===== src/rtl/addonly_pkg.sv =====
// Shared definitions for the add-only memory sequencer: opcodes,
// sequencer states and the reflected CRC-8 step (x^8+x^5+x^4+1).
// Assumes bytes enter the CRC bit 0 first.
package addonly_pkg;

    localparam logic [7:0] OP_STREAM = 8'hF0;
    localparam logic [7:0] OP_PAGED  = 8'hC3;
    localparam logic [7:0] OP_STATUS = 8'hAA;
    localparam logic [7:0] OP_WRITE  = 8'h0F;
    localparam logic [7:0] CRC_REFL  = 8'h8C;

    typedef enum logic [3:0] {
        ST_CMD, ST_ADL, ST_ADH, ST_DAT, ST_HCRC,
        ST_READ, ST_RCRC, ST_PROG, ST_ONES
    } seq_state_t;

    // Fold one byte into the running CRC, least significant bit first.
    function automatic logic [7:0] crc8_step(input logic [7:0] c, input logic [7:0] d);
        logic [7:0] acc;
        logic       mix;
        acc = c;
        for (int b = 0; b < 8; b++) begin
            mix = acc[0] ^ d[b];
            acc = acc >> 1;
            if (mix) acc = acc ^ CRC_REFL;
        end
        return acc;
    endfunction

endpackage


===== src/rtl/addonly_crc8.sv =====
// Running CRC-8 accumulator. A clear restarts it at 00h. Clear and
// update in the same cycle give the CRC of the single byte presented.
module addonly_crc8 (
    input  logic       clk,
    input  logic       rst_n,
    input  logic       clr,
    input  logic       upd,
    input  logic [7:0] din,
    output logic [7:0] crc
);
    import addonly_pkg::*;

    logic [7:0] base;

    // Select the starting value: zero on clear, otherwise the running sum.
    always_comb base = clr ? 8'h00 : crc;

    // Advance the accumulator by one byte when asked.
    always_ff @(posedge clk) begin
        if (!rst_n) crc <= 8'h00;
        else        crc <= upd ? crc8_step(base, din) : base;
    end
endmodule


===== src/rtl/addonly_store.sv =====
// Data field (erased to FFh on reset) and the read-only status field.
// Programming ANDs data into the addressed byte when its page is enabled
// in PROTECT_INIT (bit p = page p). Assumes at most 8 pages and at most
// 256 bytes per field.
module addonly_store #(
    parameter int         DATA_BYTES   = 128,
    parameter int         PAGE_BYTES   = 32,
    parameter int         STAT_BYTES   = 8,
    parameter logic [7:0] PROTECT_INIT = 8'hFF
) (
    input  logic                          clk,
    input  logic                          rst_n,
    input  logic [$clog2(DATA_BYTES)-1:0] addr_data,
    input  logic [$clog2(STAT_BYTES)-1:0] addr_stat,
    input  logic                          prog_req,
    input  logic [7:0]                    prog_data,
    output logic [7:0]                    rd_data,
    output logic [7:0]                    rd_stat
);
    localparam int AW     = $clog2(DATA_BYTES);
    localparam int PW     = $clog2(PAGE_BYTES);
    localparam int NPAGES = DATA_BYTES / PAGE_BYTES;
    localparam logic [7:0] PAGE_MASK  = 8'((1 << NPAGES) - 1);
    localparam logic [7:0] STAT_BYTE0 = PROTECT_INIT | ~PAGE_MASK;

    logic [7:0] mem_q    [DATA_BYTES];
    logic [7:0] stat_rom [STAT_BYTES];
    logic       wr_ok;

    // Page write enable taken from the protect byte.
    always_comb wr_ok = PROTECT_INIT[3'(addr_data[AW-1:PW])];

    for (genvar i = 0; i < DATA_BYTES; i++) begin : g_byte
        // Erase on reset, clear bits on an enabled programming pulse.
        always_ff @(posedge clk) begin
            if (!rst_n)
                mem_q[i] <= 8'hFF;
            else if (prog_req && wr_ok && addr_data == AW'(i))
                mem_q[i] <= mem_q[i] & prog_data;
        end
    end

    for (genvar s = 0; s < STAT_BYTES; s++) begin : g_stat
        if (s == 0) begin : g_prot
            assign stat_rom[s] = STAT_BYTE0;
        end else if (s == STAT_BYTES - 1) begin : g_tail
            assign stat_rom[s] = 8'h00;
        end else begin : g_free
            assign stat_rom[s] = 8'hFF;
        end
    end

    // Read ports follow the pointers combinationally.
    always_comb begin
        rd_data = mem_q[addr_data];
        rd_stat = stat_rom[addr_stat];
    end

    AST_BITS_ONLY_CLEAR: assert property (@(posedge clk) disable iff (!rst_n)
        prog_req |=> ((rd_data & ~$past(rd_data)) == 8'h00));
    AST_PROTECT_HOLDS: assert property (@(posedge clk) disable iff (!rst_n)
        (prog_req && !wr_ok) |=> $stable(rd_data));
endmodule


===== src/rtl/addonly_seq.sv =====
// Command sequencer for the add-only memory. It takes received bytes,
// byte requests, bus reset and programming pulses from a serial layer and
// answers every tx_req one cycle later. Assumes DATA_BYTES and STAT_BYTES
// are powers of two no larger than 256, and DATA_BYTES is a multiple of
// PAGE_BYTES.
module addonly_seq #(
    parameter int         DATA_BYTES   = 128,
    parameter int         PAGE_BYTES   = 32,
    parameter int         STAT_BYTES   = 8,
    parameter logic [7:0] PROTECT_INIT = 8'hFF
) (
    input  logic       clk,
    input  logic       rst_n,
    input  logic       bus_reset,
    input  logic       rx_valid,
    input  logic [7:0] rx_byte,
    input  logic       tx_req,
    input  logic       prog_pulse,
    output logic       tx_valid,
    output logic [7:0] tx_byte
);
    import addonly_pkg::*;

    localparam int AW = $clog2(DATA_BYTES);
    localparam int PW = $clog2(PAGE_BYTES);
    localparam int SW = $clog2(STAT_BYTES);
    localparam logic [7:0] DATA_MASK = 8'(DATA_BYTES - 1);
    localparam logic [7:0] STAT_MASK = 8'(STAT_BYTES - 1);

    seq_state_t    state_q, state_d;
    logic [AW-1:0] ptr_q, ptr_d;
    logic [7:0]    cmd_q, cmd_d, data_q, data_d, tx_d, crc_q, crc_din;
    logic [7:0]    rd_data, rd_stat, rd_byte, rx_masked;
    logic          last_q, last_d, crc_clr, crc_upd, prog_req;
    logic          is_stat, is_write, seg_end, field_end, op_ok;

    addonly_crc8 u_crc (
        .clk(clk), .rst_n(rst_n), .clr(crc_clr), .upd(crc_upd),
        .din(crc_din), .crc(crc_q)
    );

    addonly_store #(
        .DATA_BYTES(DATA_BYTES), .PAGE_BYTES(PAGE_BYTES),
        .STAT_BYTES(STAT_BYTES), .PROTECT_INIT(PROTECT_INIT)
    ) u_store (
        .clk(clk), .rst_n(rst_n), .addr_data(ptr_q), .addr_stat(ptr_q[SW-1:0]),
        .prog_req(prog_req), .prog_data(data_q), .rd_data(rd_data), .rd_stat(rd_stat)
    );

    // Decode the latched command and the boundaries of the current byte.
    always_comb begin
        is_stat   = (cmd_q == OP_STATUS);
        is_write  = (cmd_q == OP_WRITE);
        op_ok     = (rx_byte == OP_STREAM) || (rx_byte == OP_PAGED) ||
                    (rx_byte == OP_STATUS) || (rx_byte == OP_WRITE);
        rx_masked = rx_byte & (is_stat ? STAT_MASK : DATA_MASK);
        rd_byte   = is_stat ? rd_stat : rd_data;
        field_end = is_stat ? (ptr_q[SW-1:0] == SW'(STAT_BYTES - 1))
                            : (ptr_q == AW'(DATA_BYTES - 1));
        seg_end   = (cmd_q == OP_PAGED) ? (ptr_q[PW-1:0] == PW'(PAGE_BYTES - 1))
                                        : field_end;
    end

    // Next-state, pointer, CRC control and answer byte for this cycle.
    always_comb begin
        state_d  = state_q;
        ptr_d    = ptr_q;
        cmd_d    = cmd_q;
        data_d   = data_q;
        last_d   = last_q;
        tx_d     = 8'hFF;
        crc_clr  = 1'b0;
        crc_upd  = 1'b0;
        crc_din  = rx_byte;
        prog_req = 1'b0;
        if (bus_reset) begin
            state_d = ST_CMD;
            crc_clr = 1'b1;
        end else begin
            case (state_q)
                ST_CMD: if (rx_valid) begin
                    cmd_d = rx_byte;
                    if (op_ok) begin
                        state_d = ST_ADL;
                        crc_clr = 1'b1;
                        crc_upd = 1'b1;
                    end else begin
                        state_d = ST_ONES;
                    end
                end
                ST_ADL: if (rx_valid) begin
                    crc_din = rx_masked;
                    crc_upd = 1'b1;
                    ptr_d   = rx_masked[AW-1:0];
                    state_d = ST_ADH;
                end
                ST_ADH: if (rx_valid) begin
                    crc_din = 8'h00;
                    crc_upd = 1'b1;
                    state_d = is_write ? ST_DAT : ST_HCRC;
                end
                ST_DAT: if (rx_valid) begin
                    data_d  = rx_byte;
                    crc_upd = 1'b1;
                    state_d = ST_HCRC;
                end
                ST_HCRC: if (tx_req) begin
                    tx_d    = crc_q;
                    crc_clr = 1'b1;
                    state_d = is_write ? ST_PROG : ST_READ;
                end
                ST_READ: if (tx_req) begin
                    tx_d    = rd_byte;
                    crc_din = rd_byte;
                    crc_upd = 1'b1;
                    ptr_d   = ptr_q + AW'(1);
                    if (seg_end) begin
                        state_d = ST_RCRC;
                        last_d  = field_end;
                    end
                end
                ST_RCRC: if (tx_req) begin
                    tx_d    = crc_q;
                    crc_clr = 1'b1;
                    state_d = last_q ? ST_ONES : ST_READ;
                end
                ST_PROG: begin
                    prog_req = prog_pulse;
                    if (tx_req) begin
                        tx_d    = rd_data;
                        state_d = ST_ONES;
                    end
                end
                default: ;
            endcase
        end
    end

    // Register sequencer state and the answer to each byte request.
    always_ff @(posedge clk) begin
        if (!rst_n) begin
            state_q  <= ST_CMD;
            ptr_q    <= '0;
            cmd_q    <= 8'h00;
            data_q   <= 8'hFF;
            last_q   <= 1'b0;
            tx_valid <= 1'b0;
            tx_byte  <= 8'hFF;
        end else begin
            state_q  <= state_d;
            ptr_q    <= ptr_d;
            cmd_q    <= cmd_d;
            data_q   <= data_d;
            last_q   <= last_d;
            tx_valid <= tx_req;
            tx_byte  <= tx_d;
        end
    end

    AST_BUS_RESET_TO_CMD: assert property (@(posedge clk) disable iff (!rst_n)
        bus_reset |=> (state_q == ST_CMD));
    AST_ONES_STICKY: assert property (@(posedge clk) disable iff (!rst_n)
        (state_q == ST_ONES && !bus_reset) |=> (state_q == ST_ONES));
    AST_ONES_OUTPUT: assert property (@(posedge clk) disable iff (!rst_n)
        ($past(state_q) == ST_ONES && $past(tx_req)) |-> (tx_byte == 8'hFF));
    AST_TX_FOLLOWS_REQ: assert property (@(posedge clk) disable iff (!rst_n)
        tx_req |=> tx_valid);
endmodule


===== config.mk =====
export PLATFORM = sky130hd
export DESIGN_NAME = addonly_seq
export DESIGN_NICKNAME = d
export VERILOG_FILES = /design/src/rtl/addonly_pkg.sv /design/src/rtl/addonly_crc8.sv /design/src/rtl/addonly_store.sv /design/src/rtl/addonly_seq.sv
export SDC_FILE = /design/constraint.sdc
export NUM_CORES = 2
export LEC_CHECK = 0
export BUFFER_PORTS_ARGS = -buffer_cell sky130_fd_sc_hd__buf_4
export CAP_MARGIN = 0
export CORE_MARGIN = 2
export CORE_UTILIZATION = 29
export DETAILED_ROUTE_END_ITERATION = 10
export SYNTH_ARGS = -nofsm -noshare
export SYNTH_HDL_FRONTEND = slang
export SYNTH_SLANG_ARGS = --single-unit

===== constraint.sdc =====
create_clock -name clk -period 8.36 [get_ports clk]
set_input_delay 0.418 -clock clk [delete_from_list [all_inputs] [get_ports clk]]
set_output_delay 0.418 -clock clk [all_outputs]
set_load 0.005 [all_outputs]

==> flow_summary.rst <==
.. list-table::
   :header-rows: 1

   * - Metric
     - Value
   * - Sink Count
     - 1,076
   * - WL per Instance
     - 24.53 um
   * - Number of antenna violations at the first check in global routing
     - 6
   * - Number of cells traversed by the worst hold path
     - 3
   * - Worst slew margin relative to its limit
     - 11.63%
   * - CTS clock-pin slew for the worst setup and hold paths
     - 0.07 ns
   * - Mapped Area
     - 52,100 sq um
   * - Vertical die dimension
     - 427.9 um
   * - Slew @ Worst Pin
     - 1.312 ns
   * - Final GP Congestion
     - 0.9814
   * - Number of distinct library cells after synthesis
     - 77
   * - Number of remaining DRC errors
     - 0
   * - Ys Warns
     - 0
   * - Worst Hold Launch
     - rx_byte[0]
   * - Max-capacitance violation count
     - 0
   * - Power Total
     - 11,780 uW
   * - Number of buffers added for setup after CTS
     - 0
   * - Portion of the post-synthesis area used by sequential elements
     - 61.01%
   * - Detailed-route via count
     - 35,620
   * - Number of hold buffers added after CTS
     - 1
   * - Drt first pass iters
     - 9
   * - Fin crit share
     - 64.21%
   * - Type of the worst setup path
     - reg2reg
   * - Switching Power
     - 2609 uW
   * - Clock power share
     - 43.5%
   * - Max Buffers Root-to-Sink
     - 3
   * - Total instance count after detailed placement
     - 6,323
   * - Post-DRT Antenna Nets
     - 0
   * - Area growth syn-to-layout
     - 13.02%
   * - Setup TNS
     - 0 ns
   * - Maximum resistive drop on vdd
     - 0.0001842 V
   * - Data required, critical path
     - 8.97 ns
   * - Count of port buffers added during placement
     - 22
   * - Width of the die
     - 427.9 um
   * - Unrepaired setup endpoints after global routing
     - no
   * - Count of final setup violators
     - 0
   * - Most used DFF post-synth
     - sky130_fd_sc_hd__edfxtp_1
   * - Final max-slew violation count
     - 0
   * - Global-route wire length before repair
     - 236,000 um
   * - CP startpoint kind
     - flop
   * - Core ar.
     - 178,400 sq um
   * - Worst skew pair latency
     - 0.75 ns
   * - Overall track demand over capacity in global routing
     - 16.95%
   * - Iteration-0 DRC Markers
     - 4,473
   * - Leakage dissipation
     - 0.01895 uW
   * - Number of diodes added for antenna fixing
     - 0
   * - Setup slack of the most critical reg-to-reg path
     - 2.99 ns
   * - Commonest cells after routing, fill and taps aside
     - 1,185 x sky130_fd_sc_hd__nand2_1, 1,024 x sky130_fd_sc_hd__edfxtp_1, 516 x sky130_fd_sc_hd__a21o_1, 252 x sky130_fd_sc_hd__mux4_2, 156 x sky130_fd_sc_hd__buf_4
   * - Maximum number of pins on one net before global-route repair
     - 112
   * - Fraction of final layout cells with drive strength greater than 1
     - 15.08%
   * - Count of flip-flops with a built-in enable after synthesis
     - 1,024
   * - Most frequent standard cell in the layout excluding fill and tap cells
     - sky130_fd_sc_hd__nand2_1
   * - Via count of the first global-routing pass
     - 34,230
   * - Post-cts resize count
     - 0
   * - Critical path arrival
     - 5.98 ns
   * - H-Tree Depth
     - 3
   * - Synthesized area per cell
     - 12.77 sq um
   * - Synthesized flop and latch total
     - 1,076
   * - Post-DR vias/cell
     - 5.446
   * - HPWL reported at the end of detailed placement
     - 104,400 um
   * - Path depth of the worst reg2reg path
     - 13
   * - Period minus WS final
     - 5.368 ns
   * - Cell internal pwr
     - 9175 uW
   * - FF-to-FF End
     - u_crc.crc[2]
   * - Worst Path Max Fanout
     - 67
   * - Maximum clock rate
     - 186.3 MHz
   * - Clock buffer count from CTS
     - 116
   * - Run status
     - finished clean
   * - Share of synthesized flip-flops with an asynchronous set or reset
     - 0%
   * - Power Dens Cells
     - 200.1 nW/um^2
   * - Post-Syn Instances
     - 4,080
   * - Die Footprint
     - 183,100 sq um
   * - Worst hold-check path type
     - in2reg
   * - Remaining Overflow, GRT
     - 0
   * - Starting density of the core
     - 29.20%
   * - Largest clock skew in the final design
     - 0.03997 ns
   * - Clock root buffer master
     - sky130_fd_sc_hd__clkbuf_16
   * - Wire length after detailed routing
     - 160,500 um
   * - Min-Delay Endpoint
     - data_q[0]
   * - Hold Vio Cnt, Final
     - 0
   * - CTS tree
     - done
   * - Portion of total power attributed to sequential cells
     - 53.0%
   * - Nets in the synthesized netlist
     - 4,100
   * - Site row count
     - 155
   * - Comb power frac
     - 3.5%
   * - Number of nets in the final layout
     - 4,108
   * - I/O pin cnt
     - 23
   * - Switching part of the total power
     - 22.14%
   * - Number of non-filler instances in the completed layout
     - 6,540
   * - Nature of the critical path endpoint
     - flop
==> how the worst max path moves through the flow <==
stage                         to  slack, ns  depth (start not counted)  start
floorplan           u_crc.crc[6]       4.58                         14   flop
finish              u_crc.crc[2]       2.99                         13   flop
detailed placement  u_crc.crc[2]       3.10                         12   flop
global placement    u_crc.crc[7]       3.13                         13   flop
global route        u_crc.crc[2]       2.65                         13   flop
CTS                 u_crc.crc[2]       3.07                         12   flop
==> layout make-up <==
class / count / area [sq um]
fillers: 17610 / 119500
flip-flops and latches: 1076 / 31830
multi-input cells: 2719 / 19040
clock buffers: 148 / 3115
well taps: 2355 / 2947
repair buffers: 163 / 1286
clock inverters: 67 / 624.3
inverters: 12 / 45.04
==> critical path, stage by stage, from the launching register on <==
cell	delay, ns
sky130_fd_sc_hd__dfxtp_4	0.97
sky130_fd_sc_hd__buf_12	0.54
sky130_fd_sc_hd__nor2b_1	0.68
sky130_fd_sc_hd__a22oi_1	0.15
sky130_fd_sc_hd__a211oi_1	0.25
sky130_fd_sc_hd__o41ai_1	0.13
sky130_fd_sc_hd__a41oi_1	0.58
sky130_fd_sc_hd__o21ai_0	0.23
sky130_fd_sc_hd__o22ai_1	0.34
sky130_fd_sc_hd__xor2_1	0.27
sky130_fd_sc_hd__xnor3_1	0.51
sky130_fd_sc_hd__xor2_1	0.21
sky130_fd_sc_hd__xor2_1	0.15
sky130_fd_sc_hd__o21a_1	0.18
==> routing by layer <==
layer | GRT usage, % | wire length [um]
met3 | 3.481 | 15140
met1 | 23.53 | 66520
met4 | 5.773 | 5561
met5 | 0 | 21
met2 | 26.37 | 73210
==> metrics by stage <==
| stage | cell area, sq um | util [%] | setup slack, ns | hold slack (ns) |
|---|---|---|---|---|
| global placement | 55130 | 30.90 | 3.127 | 0.5005 |
| CTS | 58880 | 33.00 | 3.071 | 0.01003 |
| floorplan | 52110 | - | 4.584 | 0.4522 |
| detailed placement | 55130 | 30.90 | 3.102 | 0.5098 |
| finish | 58890 | 33.01 | 2.992 | 0.03462 |
| global route | 58890 | 33.01 | 2.654 | 0.03684 |
==> flip-flops by register name, summed over array words and instances (netlist names), named ones only <==
signal         count
u_store.mem_q   1024
data_q             8
tx_valid           1
u_crc.crc          8
state_q            4
tx_byte            8
cmd_q              8
last_q             1
ptr_q              7
==> cell families (layout without fill, tap and decap cells) <==
group | Yosys count | after routing | share of synthesized area [%]
and+or+nand+nor | 1464 | 1464 | 11.24
DFF | 1076 | 1076 | 61.01
AOI/OAI and AO/OA | 865 | 865 | 11.59
muxes | 369 | 369 | 13.21
buffers and inverters | 285 | 390 | 2.478
xor gates and xnor gates | 15 | 15 | 0.3194
adders and majority gates | 6 | 6 | 0.1441
==> cells in the mapped netlist (all sizes together) (8+ instances only) <==
| cell | n | area [sq um] |
|---|---|---|
| a31oi | 9 | 56.30 |
| a221oi | 8 | 76.32 |
| edfxtp | 1024 | 30750 |
| nand4 | 11 | 68.82 |
| nor2b | 16 | 100.1 |
| dfxtp | 52 | 1041 |
| a21oi | 46 | 234.0 |
| a211oi | 13 | 107.6 |
| o22ai | 11 | 68.82 |
| clkbuf | 198 | 744.5 |
| nor3 | 11 | 55.05 |
| o221ai | 8 | 76.32 |
| mux2i | 101 | 1015 |
| a21o | 516 | 3874 |
| nand2b | 15 | 93.84 |
| mux4 | 253 | 5702 |
| o211ai | 13 | 102.6 |
| inv | 11 | 41.29 |
| mux2 | 15 | 168.9 |
| xor2 | 8 | 77.58 |
| nand3 | 30 | 150.1 |
| nand2 | 1185 | 4448 |
| and2 | 18 | 112.6 |
| nor2 | 139 | 521.8 |
| buf | 75 | 501.7 |
| o21ai | 170 | 850.8 |
| nor4bb | 12 | 120.1 |
| a22oi | 19 | 142.6 |
==> power by group through the flow <==
stage | Sequential (uW) | Clock, uW | Combinational, uW
2_1_floorplan | 6300 | 0 | 245
3_3_place_gp | 6340 | 0 | 402
3_5_place_dp | 6350 | 0 | 404
4_1_cts | 6240 | 5190 | 408
5_1_grt | 6270 | 5400 | 438
6_report | 6240 | 5130 | 410
Note: power is estimated with default switching activity, not from simulation.
